## src/rtl/trig_route_pkg.sv

```systemverilog
package trig_route_pkg;

   // source codes held in each channel field
   localparam int unsigned CODE_NONE     = 0;
   localparam int unsigned CODE_GSW      = 1;
   localparam int unsigned CODE_LSW      = 2;
   localparam int unsigned CODE_SCAN     = 3;
   localparam int unsigned CODE_SYNC     = 4;
   localparam int unsigned CODE_EVT_BASE = 5;

   // register addresses
   localparam int unsigned ADDR_SRC  = 0;
   localparam int unsigned ADDR_CTL  = 1;
   localparam int unsigned ADDR_SCAN = 2;

   // control bit positions
   localparam int unsigned CTL_EN  = 0;
   localparam int unsigned CTL_EVT = 1;
   localparam int unsigned CTL_SWC = 2;
   localparam int unsigned CTL_GSW = 3;
   localparam int unsigned CTL_LSW = 4;
   localparam int unsigned CTL_W   = 5;

   typedef struct packed {
      logic lsw;     // level software trigger
      logic gsw;     // global software trigger, self clearing
      logic swc;     // software conversion override
      logic evt_en;  // event start enable
      logic en;      // converter enable, locks the source register
   } ctl_t;

endpackage

```

## src/rtl/trig_route_regs.sv

```systemverilog
module trig_route_regs
   import trig_route_pkg::*;
#(
   parameter int unsigned NUM_CH  = 8,
   parameter int unsigned FIELD_W = 4,
   parameter int unsigned ADDR_W  = 2,
   localparam int unsigned REG_W  = NUM_CH * FIELD_W
) (
   input  logic              clk,
   input  logic              rst_n,
   input  logic              bus_wr,
   input  logic [ADDR_W-1:0] bus_addr,
   input  logic [REG_W-1:0]  bus_wdata,
   output logic [REG_W-1:0]  bus_rdata,
   output logic              bus_err,
   output logic [REG_W-1:0]  src_fields,
   output logic [NUM_CH-1:0] scan_sel,
   output ctl_t              ctl
);

   localparam logic [ADDR_W-1:0] A_SRC  = ADDR_W'(ADDR_SRC);
   localparam logic [ADDR_W-1:0] A_CTL  = ADDR_W'(ADDR_CTL);
   localparam logic [ADDR_W-1:0] A_SCAN = ADDR_W'(ADDR_SCAN);

   initial begin : p_cfg
      a_cfg_ctl_fits: assert (REG_W >= CTL_W && REG_W >= NUM_CH)
         else $error("data width too small for control or scan mask");
      a_cfg_addr_fits: assert ((1 << ADDR_W) > ADDR_SCAN)
         else $error("address width too small");
   end

   logic [REG_W-1:0]  src_q;
   logic [NUM_CH-1:0] scan_q;
   ctl_t              ctl_q;
   logic              err_q;

   always_ff @(posedge clk or negedge rst_n) begin
      if (!rst_n) begin
         src_q  <= '0;
         scan_q <= '0;
         ctl_q  <= '0;
         err_q  <= 1'b0;
      end else begin
         err_q <= 1'b0;
         // the trigger was produced while the bit was set, so drop it now
         if (ctl_q.gsw) ctl_q.gsw <= 1'b0;
         if (bus_wr) begin
            unique case (bus_addr)
               A_SRC: begin
                  if (ctl_q.en) err_q <= 1'b1;
                  else          src_q <= bus_wdata;
               end
               A_CTL:  ctl_q  <= ctl_t'(bus_wdata[CTL_W-1:0]);
               A_SCAN: scan_q <= bus_wdata[NUM_CH-1:0];
               default: ;
            endcase
         end
      end
   end

   always_comb begin
      bus_rdata = '0;
      unique case (bus_addr)
         A_SRC:  bus_rdata = src_q;
         A_CTL:  bus_rdata[CTL_W-1:0] = ctl_q;
         A_SCAN: bus_rdata[NUM_CH-1:0] = scan_q;
         default: ;
      endcase
   end

   assign bus_err    = err_q;
   assign src_fields = src_q;
   assign scan_sel   = scan_q;
   assign ctl        = ctl_q;

   // a write while enabled never alters the source register
   a_r10_src_frozen: assert property (@(posedge clk) disable iff (!rst_n)
      (bus_wr && bus_addr == A_SRC && ctl_q.en) |=> $stable(src_q));

   // a refused write answers with an error
   a_r10_err_reply: assert property (@(posedge clk) disable iff (!rst_n)
      (bus_wr && bus_addr == A_SRC && ctl_q.en) |=> bus_err);

   // the software pulse bit lasts a single cycle unless rewritten
   a_r5_gsw_clears: assert property (@(posedge clk) disable iff (!rst_n)
      (ctl_q.gsw && !(bus_wr && bus_addr == A_CTL && bus_wdata[CTL_GSW]))
      |=> !ctl_q.gsw);

endmodule

```

## src/rtl/trig_route_mux.sv

```systemverilog
module trig_route_mux
   import trig_route_pkg::*;
#(
   parameter int unsigned NUM_CH  = 8,
   parameter int unsigned FIELD_W = 4,
   parameter int unsigned NUM_EVT = 11,
   localparam int unsigned REG_W  = NUM_CH * FIELD_W
) (
   input  logic [REG_W-1:0]   src_fields,
   input  logic [NUM_CH-1:0]  scan_sel,
   input  ctl_t               ctl,
   input  logic               scan_trig,
   input  logic               sync_trig,
   input  logic [NUM_EVT-1:0] evt_in,
   output logic [NUM_CH-1:0]  lvl
);

   initial begin : p_cfg
      a_cfg_evt_codes: assert (CODE_EVT_BASE + NUM_EVT <= (1 << FIELD_W))
         else $error("event inputs exceed field code space");
   end

   logic [NUM_EVT-1:0] evt_q;
   assign evt_q = ctl.evt_en ? evt_in : '0;

   for (genvar k = 0; k < NUM_CH; k++) begin : g_ch
      logic [FIELD_W-1:0] code;
      logic               hit;

      assign code = src_fields[k*FIELD_W +: FIELD_W];

      always_comb begin
         hit = 1'b0;
         if (code == FIELD_W'(CODE_GSW))       hit = ctl.gsw;
         else if (code == FIELD_W'(CODE_LSW))  hit = ctl.lsw;
         else if (code == FIELD_W'(CODE_SCAN)) hit = scan_trig & scan_sel[k];
         else if (code == FIELD_W'(CODE_SYNC)) hit = sync_trig;
         else begin
            for (int e = 0; e < NUM_EVT; e++) begin
               if (code == FIELD_W'(CODE_EVT_BASE + e)) hit = evt_q[e];
            end
         end
      end

      assign lvl[k] = hit & ~ctl.swc;
   end

endmodule

```

## src/rtl/trig_route_edge.sv

```systemverilog
module trig_route_edge #(
   parameter int unsigned NUM_CH = 8
) (
   input  logic              clk,
   input  logic              rst_n,
   input  logic [NUM_CH-1:0] lvl,
   output logic [NUM_CH-1:0] start_req
);

   logic [NUM_CH-1:0] lvl_q;
   logic [NUM_CH-1:0] pulse_q;

   for (genvar k = 0; k < NUM_CH; k++) begin : g_det
      always_ff @(posedge clk or negedge rst_n) begin
         if (!rst_n) begin
            lvl_q[k]   <= 1'b0;
            pulse_q[k] <= 1'b0;
         end else begin
            lvl_q[k]   <= lvl[k];
            pulse_q[k] <= lvl[k] & ~lvl_q[k];
         end
      end
   end

   assign start_req = pulse_q;

   // no channel is requested in two consecutive cycles
   a_r12_one_cycle: assert property (@(posedge clk) disable iff (!rst_n)
      (start_req != '0) |=> ((start_req & $past(start_req)) == '0));

   // a level already high in the previous cycle brings no new request
   a_r12_held_quiet: assert property (@(posedge clk) disable iff (!rst_n)
      (lvl == $past(lvl) && $past(lvl) != '0) |=> ((start_req & lvl) == '0));

endmodule

```

## src/rtl/trig_route_top.sv

```systemverilog
module trig_route_top
   import trig_route_pkg::*;
#(
   parameter int unsigned NUM_CH  = 8,
   parameter int unsigned FIELD_W = 4,
   parameter int unsigned NUM_EVT = 11,
   parameter int unsigned ADDR_W  = 2,
   localparam int unsigned REG_W  = NUM_CH * FIELD_W
) (
   input  logic               clk,
   input  logic               rst_n,
   input  logic               bus_wr,
   input  logic [ADDR_W-1:0]  bus_addr,
   input  logic [REG_W-1:0]   bus_wdata,
   output logic [REG_W-1:0]   bus_rdata,
   output logic               bus_err,
   input  logic               scan_trig,
   input  logic               sync_trig,
   input  logic [NUM_EVT-1:0] evt_in,
   output logic [NUM_CH-1:0]  start_req
);

   logic [REG_W-1:0]  src_fields;
   logic [NUM_CH-1:0] scan_sel;
   ctl_t              ctl;
   logic [NUM_CH-1:0] lvl;

   trig_route_regs #(
      .NUM_CH (NUM_CH),
      .FIELD_W(FIELD_W),
      .ADDR_W (ADDR_W)
   ) i_regs (
      .clk       (clk),
      .rst_n     (rst_n),
      .bus_wr    (bus_wr),
      .bus_addr  (bus_addr),
      .bus_wdata (bus_wdata),
      .bus_rdata (bus_rdata),
      .bus_err   (bus_err),
      .src_fields(src_fields),
      .scan_sel  (scan_sel),
      .ctl       (ctl)
   );

   trig_route_mux #(
      .NUM_CH (NUM_CH),
      .FIELD_W(FIELD_W),
      .NUM_EVT(NUM_EVT)
   ) i_mux (
      .src_fields(src_fields),
      .scan_sel  (scan_sel),
      .ctl       (ctl),
      .scan_trig (scan_trig),
      .sync_trig (sync_trig),
      .evt_in    (evt_in),
      .lvl       (lvl)
   );

   trig_route_edge #(
      .NUM_CH(NUM_CH)
   ) i_edge (
      .clk      (clk),
      .rst_n    (rst_n),
      .lvl      (lvl),
      .start_req(start_req)
   );

   // override active means no request in the following cycle
   a_r11_swc_quiet: assert property (@(posedge clk) disable iff (!rst_n)
      ctl.swc |=> (start_req == '0));

   for (genvar k = 0; k < NUM_CH; k++) begin : g_chk
      // a channel with code zero is never requested
      a_r4_none_quiet: assert property (@(posedge clk) disable iff (!rst_n)
         (src_fields[k*FIELD_W +: FIELD_W] == '0) |=> !start_req[k]);
   end

endmodule

```

## config.mk

```make
export PLATFORM = sky130hd
export DESIGN_NAME = trig_route_top
export DESIGN_NICKNAME = d
export VERILOG_FILES = /design/src/rtl/trig_route_pkg.sv /design/src/rtl/trig_route_regs.sv /design/src/rtl/trig_route_mux.sv /design/src/rtl/trig_route_edge.sv /design/src/rtl/trig_route_top.sv
export SDC_FILE = /design/constraint.sdc
export NUM_CORES = 1
export LEC_CHECK = 0
export CAP_MARGIN = 20
export CORE_UTILIZATION = 45
export CTS_CLUSTER_SIZE = 28
export DETAILED_ROUTE_END_ITERATION = 16
export PLACE_DENSITY = 0.77
export SYNTH_ARGS = -nofsm -noshare
export SYNTH_HDL_FRONTEND = slang
export SYNTH_SLANG_ARGS = --single-unit
```

## constraint.sdc

```tcl
create_clock -name clk -period 2.9 [get_ports clk]
set_clock_uncertainty 0.1 [all_clocks]
set_input_delay 0.58 -clock clk [delete_from_list [all_inputs] [get_ports clk]]
set_output_delay 0.58 -clock clk [all_outputs]
set_load 0.02 [all_outputs]
```

==> results of run 1 <==
==> cell usage after synthesis, types with 4 or more instances <==
cell type  number
o221ai_1        7
mux2_1         15
a31oi_1         7
nand2b_1       14
nor4_1          6
a311oi_1        4
nor3_1         19
clkbuf_1       37
a221oi_1        5
nor2_1         20
mux2i_1        18
nand3_1         8
inv_1          16
o2111ai_1       4
nand4_1         6
nand3b_1        7
dfrtp_1        62
and3_1          6
and2_1         18
and3b_1         4
a21o_1          5
nand2_1        37
a21oi_1        32
nor2b_1        12
o21ai_0        21
a211oi_1        8
mux2_2         24
buf_2          14
==> path summary, 6_finish.rpt <==
| kind | startpoint | to | slack [ns] | cells after the start |
|---|---|---|---|---|
| setup / recovery | bus_addr[0] | bus_rdata[3] | 0.18 | 5 |
| hold / removal | rst_n | i_regs.src_fields[29] | 0.12 | 2 |
| setup reg to reg | i_regs.src_fields[14] | i_edge.start_req[3] | 0.83 | 5 |
| hold reg to reg | i_edge.lvl_q[5] | i_edge.start_req[5] | 0.30 | 1 |
| max in group asynchronous | rst_n | i_regs.src_fields[26] | 2.31 | 2 |
| min in group clk | i_edge.lvl_q[5] | i_edge.start_req[5] | 0.30 | 1 |
==> area by class of cell <==
cell class / count / area (um^2) / share of cell area [%]
clock buffers: 9 / 124 / 2.17
clock inverters: 7 / 98.8 / 1.73
inverters: 17 / 63.8 / 1.12
multi-input cells: 365 / 2550 / 44.8
flip-flops and latches: 62 / 1550 / 27.2
well taps: 129 / 161 / 2.83
repair buffers: 112 / 1150 / 20.1
==> worst max-delay path: cells and delay by family <==
family	cells	cell delay, ns
mux	1	0.26
compound gates	1	0.10
buf+inv	3	1.09
==> metrics by stage <==
| step | setup WS (ns) | area (um^2) | TNS (ns) | power (mW) |
|---|---|---|---|---|
| after detailed placement | -0.0775 | 5410 | -0.319 | 3.30 |
| after global placement | -0.0290 | 5410 | -0.117 | 3.23 |
| final | 0.185 | 5700 | 0 | 4.16 |
| after floorplan | 0.730 | 4380 | 0 | 2.73 |
| after CTS | -0.0124 | 5630 | -0.0414 | 4.16 |
| after global routing | 0.107 | 5700 | 0 | 4.44 |
==> kinds of logic after synthesis <==
logic type	share of synthesized area [%]
XOR/XNOR	0.200
multiplexers	14.6
flip-flops	35.4
AO/OA/AOI/OAI	21.0
buffers and inverters	6.65
AND/OR/NAND/NOR	22.1
==> report_power, final <==
group	internal [mW]	switching [mW]	total, mW
registers	1.12	0.518	1.64
clock network	0.486	0.376	0.862
logic	0.863	0.799	1.66
==> registers in the layout, summed over array words and instances, names as in the netlist <==
name               cells
i_regs.bus_err         1
i_regs.src_fields     32
i_edge.lvl_q           8
i_edge.start_req       8
i_regs.ctl             5
i_regs.scan_sel        8
==> per-layer routing <==
| layer | part of all wire [%] | track usage (%) | wire length (um) | vias to the layer above |
|---|---|---|---|---|
| li1 | - | - | - | 1978 |
| met1 | 41 | 36.7 | 5540 | 2097 |
| met2 | 46 | 44.3 | 6160 | 230 |
| met3 | 9.0 | 6.17 | 1200 | 48 |
| met4 | 3.8 | 14.2 | 507 | 0 |
| met5 | 0 | 0 | 0 | - |
==> flow_summary.yaml, run 1 <==
job:
  cap_violations: 0
final_layout:
  drive_gt1_share_pct: 13.3
  n_antenna_cell: 0
  fin_cells: 701
  final_util_pct: 61.1
  layout.nets: 617
  nFillCells: 816
  final_common_cell: "dfrtp_1"
  area_growth_pct: 30.0
  final_cell_mix: "dfrtp_1, clkdlybuf4s50_1, nand2_1"
detailed_routing:
  antenna_left: 0
  wirelength_um: 13400
  via_per_inst: 6.21
  firstDrtPassIters: 5
  post_drt_wl_per_cell_um: 19.1
  drt_iter0_markers: 353
  num_vias: 4353
  drc: 0
clocking:
  cts_hold_buf: 0
  cts-resized-gates: 6
  cts_buffers: 9
  cts_setup_buffers: 0
  root_buffer: "clkbuf_8"
  cts_buffer_depth: 2
  cts_tree: "built"
  cts.sinks: 62
  path_clk_slew_ns: 0.08
  insertion_delay_ns: 0.36
  h-tree-depth: 3
floorplanning:
  rows: 35
  start_util_pct: 47.0
  core_area_mm2: 0.00933
  die-area_mm2: 0.0101
  io_pins: 91
  die_w_um: 101
  die_height_um: 101
pwr:
  max-vdd-ir-drop_mv: 0.488
  powerDensity_mw_per_mm2: 730
  power_leakage_nw: 2.73
setup_path:
  path_class: "primary input to output port"
  critical_path.max_stage_delay_ns: 0.55
  cp_slowest_cell: "clkdlybuf4s50_1"
  crit_path_max_fanout: 8
  cp_data_required_time_ns: 2.22
  crit_arrival_ns: 2.04
  crit_chain: "clkdlybuf4s50_1 -> buf_4 -> mux2i_1 -> o21ai_0 -> dlygate4sd2_1"
  worst_setup_path_end_kind: "output port"
  crit_path_start_kind: "primary input"
placed_design:
  placed_cells: 685
  io_buffer_count: 90
  dp_hpwl_um: 9400
  routabilityCongestion: 0.913
hold_path:
  min_path_type: "primary input to async pin"
timing:
  worstMarginPinSlew_ns: 0.519
  max_slew_margin_pct: 65.3
  max_freq_mhz: 368
  hold_violations: 0
  hold_slack_ns: 0.118
  period_needed_ns: 2.72
  finalSetupViolCount: 0
  period_share_pct: 93.6
  rsz0062_at_grt: "false"
  slew_violations: 0
synthesis:
  yosysTopAreaCellShare_pct: 35.4
  synth_area_leader_cell: "dfrtp_1"
  yosys_warnings: 0
  synth.net_count: 547
  yosysSeqAreaShare_pct: 35.4
  async_reset_ff_share_pct: 100
  synth_edf_count: 0
  syn_area_mm2: 0.00438
  ys_top_cells_by_area: "dfrtp_1, mux2_2, mux2i_1"
  ys.flop_type: "dfrtp_1"
  synthDistinctLibCells: 68
  ys_seq_elements: 62
  syn_area_per_cell_um2: 8.82
  syn_inst: 497
grt:
  grt_pass1_wl_um: 22100
  gr-usage-all-layers_pct: 28.2
  grt_pass1_vias: 4235
  grt_max_degree: 63
  grt-ovfl-total: 0
  antenna_found_initial: 0
status:
  status: "complete, no violations"
No activity file was read; power rests on OpenSTA's default activity.
==> run 2: changes to the inputs <==
Settings changed: TNS_END_PERCENT set to 5.
==> results of run 2 <==
Same layout as run 1: the final DEF is identical, and so are final timing and power.
==> run 3: changes to the inputs <==
Settings changed: SETUP_SLACK_MARGIN set to 0.15, SKIP_LAST_GASP set to 1.
==> flow_summary.yaml, run 3 (same netlist as run 1, synthesis figures left out) <==
clocking:
  cts_buffer_depth: 2
  cts_setup_buffers: 0
  insertion_delay_ns: 0.36
  cts_tree: "built"
  root_buffer: "clkbuf_8"
  cts.sinks: 62
  path_clk_slew_ns: 0.08
  h-tree-depth: 3
  cts_buffers: 9
timing:
  hold_violations: 0
  rsz0062_at_grt: "true"
  finalSetupViolCount: 4
  period_needed_ns: 2.94
  worstMarginPinSlew_ns: 0.525
  max_freq_mhz: 340
  slew_violations: 0
  period_share_pct: 101
  setup_slack_ns: -0.0420
  hold_slack_ns: 0.111
  fin_tns_setup_ns: -0.128
  max_slew_margin_pct: 64.9
setup_path:
  startpoint: "bus_addr[1]"
  r2r-start: "i_regs.src_fields[14]"
  reg2reg_depth: 5
  r2r_setup_slack_ns: 0.83
  critical-path-top-delay-family: "buffers and inverters"
  worst_r2r_endpoint: "i_edge.start_req[3]"
  crit_arrival_ns: 2.26
  path_class: "primary input to output port"
  cp_slowest_cell: "clkdlybuf4s50_1"
  cp_data_required_time_ns: 2.22
  crit_path_max_fanout: 6
  crit_chain: "clkdlybuf4s50_1 -> buf_4 -> nor3_1 -> clkdlybuf4s50_1"
  crit_end: "bus_rdata[12]"
  worst_setup_path_end_kind: "output port"
  critical_path.max_stage_delay_ns: 0.68
  crit_path_start_kind: "primary input"
  cp_common_cell: "clkdlybuf4s50_1"
  critical_path_depth: 4
  worst-path-buf-inv: 3
job:
  cap_violations: 0
floorplanning:
  die-area_mm2: 0.0101
  die_height_um: 101
  start_util_pct: 47.0
  die_w_um: 101
  core_area_mm2: 0.00933
  io_pins: 91
  rows: 35
grt:
  antenna_found_initial: 0
  grt_pass1_vias: 4235
  gr-usage-all-layers_pct: 28.2
  grt-ovfl-total: 0
  met3_usage_pct: 6.17
  grt_pass1_wl_um: 22100
  grt_use_met1_pct: 36.7
  grt-busiest-layer: "met2"
  grt_max_degree: 63
  gr-usage-met2_pct: 44.3
detailed_routing:
  via_per_inst: 6.17
  firstDrtPassIters: 5
  antenna_left: 0
  num_vias: 4323
  drt_iter0_markers: 394
  post_drt_wl_per_cell_um: 19.2
  drc: 0
  wirelength_um: 13400
final_layout:
  multi_input_area_mm2: 0.00255
  final_util_pct: 60.4
  seqCellArea_mm2: 0.00155
  area_growth_pct: 28.6
  final_common_cell: "clkdlybuf4s50_1"
  drive_gt1_share_pct: 13.1
  nFillCells: 833
  final_cell_mix: "clkdlybuf4s50_1, dfrtp_1, nand2_1"
  layout.nets: 617
  largest_reg_flops: 32
  n_antenna_cell: 0
pwr:
  powerDensity_mw_per_mm2: 742
  finalPower_mw: 4.18
  power_leakage_nw: 2.30
  max-vdd-ir-drop_mv: 0.491
status:
  status: "finished with violations"
  violations: "negative setup slack"
hold_path:
  min_path_type: "primary input to async pin"
placed_design:
  routabilityCongestion: 0.913
  dp_slack_ns: -0.0775
  io_buffer_count: 90
  dp_hpwl_um: 9400
-- run 3: timing repair --
action / CTS / global route
endpoints found under the setup margin: 32 / 31
hold buffers: 0 / 0
gates resized for setup: 2 / 1
gates cloned: 0 / 0
-- run 3: how the worst min path moves through the flow --
stage	to	slack (ns)	start	cells after the start
2_1_floorplan	i_edge.lvl_q[0]	0.18	rst_n	0
6_report	i_regs.src_fields[29]	0.11	rst_n	2
3_3_place_gp	i_edge.start_req[5]	0.28	i_edge.lvl_q[5]	1
5_1_grt	i_regs.src_fields[29]	0.15	rst_n	2
4_1_cts	i_regs.src_fields[29]	0.13	rst_n	2
3_5_place_dp	i_edge.start_req[5]	0.29	i_edge.lvl_q[5]	1
-- run 3: area by class of cell --
cell class | instances | share of cell area [%]
well taps | 129 | 2.86
clock inverters | 7 | 1.75
inverters | 17 | 1.13
repair buffers | 112 | 19.3
multi-input cells | 365 | 45.3
flip-flops and latches | 62 | 27.5
clock buffers | 9 | 2.20
-- run 3: per-stage QoR --
stage | area, um^2 | instances
6_report | 5640 | 701
5_1_grt | 5640 | 701
4_1_cts | 5640 | 701
3_5_place_dp | 5410 | 685
3_3_place_gp | 5410 | 685
2_1_floorplan | 4380 | 497
-- run 3: power breakdown --
group	total [mW]	switching [mW]	internal, mW
combinational	1.68	0.801	0.877
clock	0.868	0.382	0.486
sequential	1.64	0.518	1.12
total	4.18	1.70	2.48
-- run 3: metal layers --
metal	vias to the layer above	routed length, um	part of all wire, %
met5	-	0	0
met4	0	526	3.9
met1	2060	5500	41
li1	1974	-	-
met2	239	6210	46
met3	50	1200	9.0
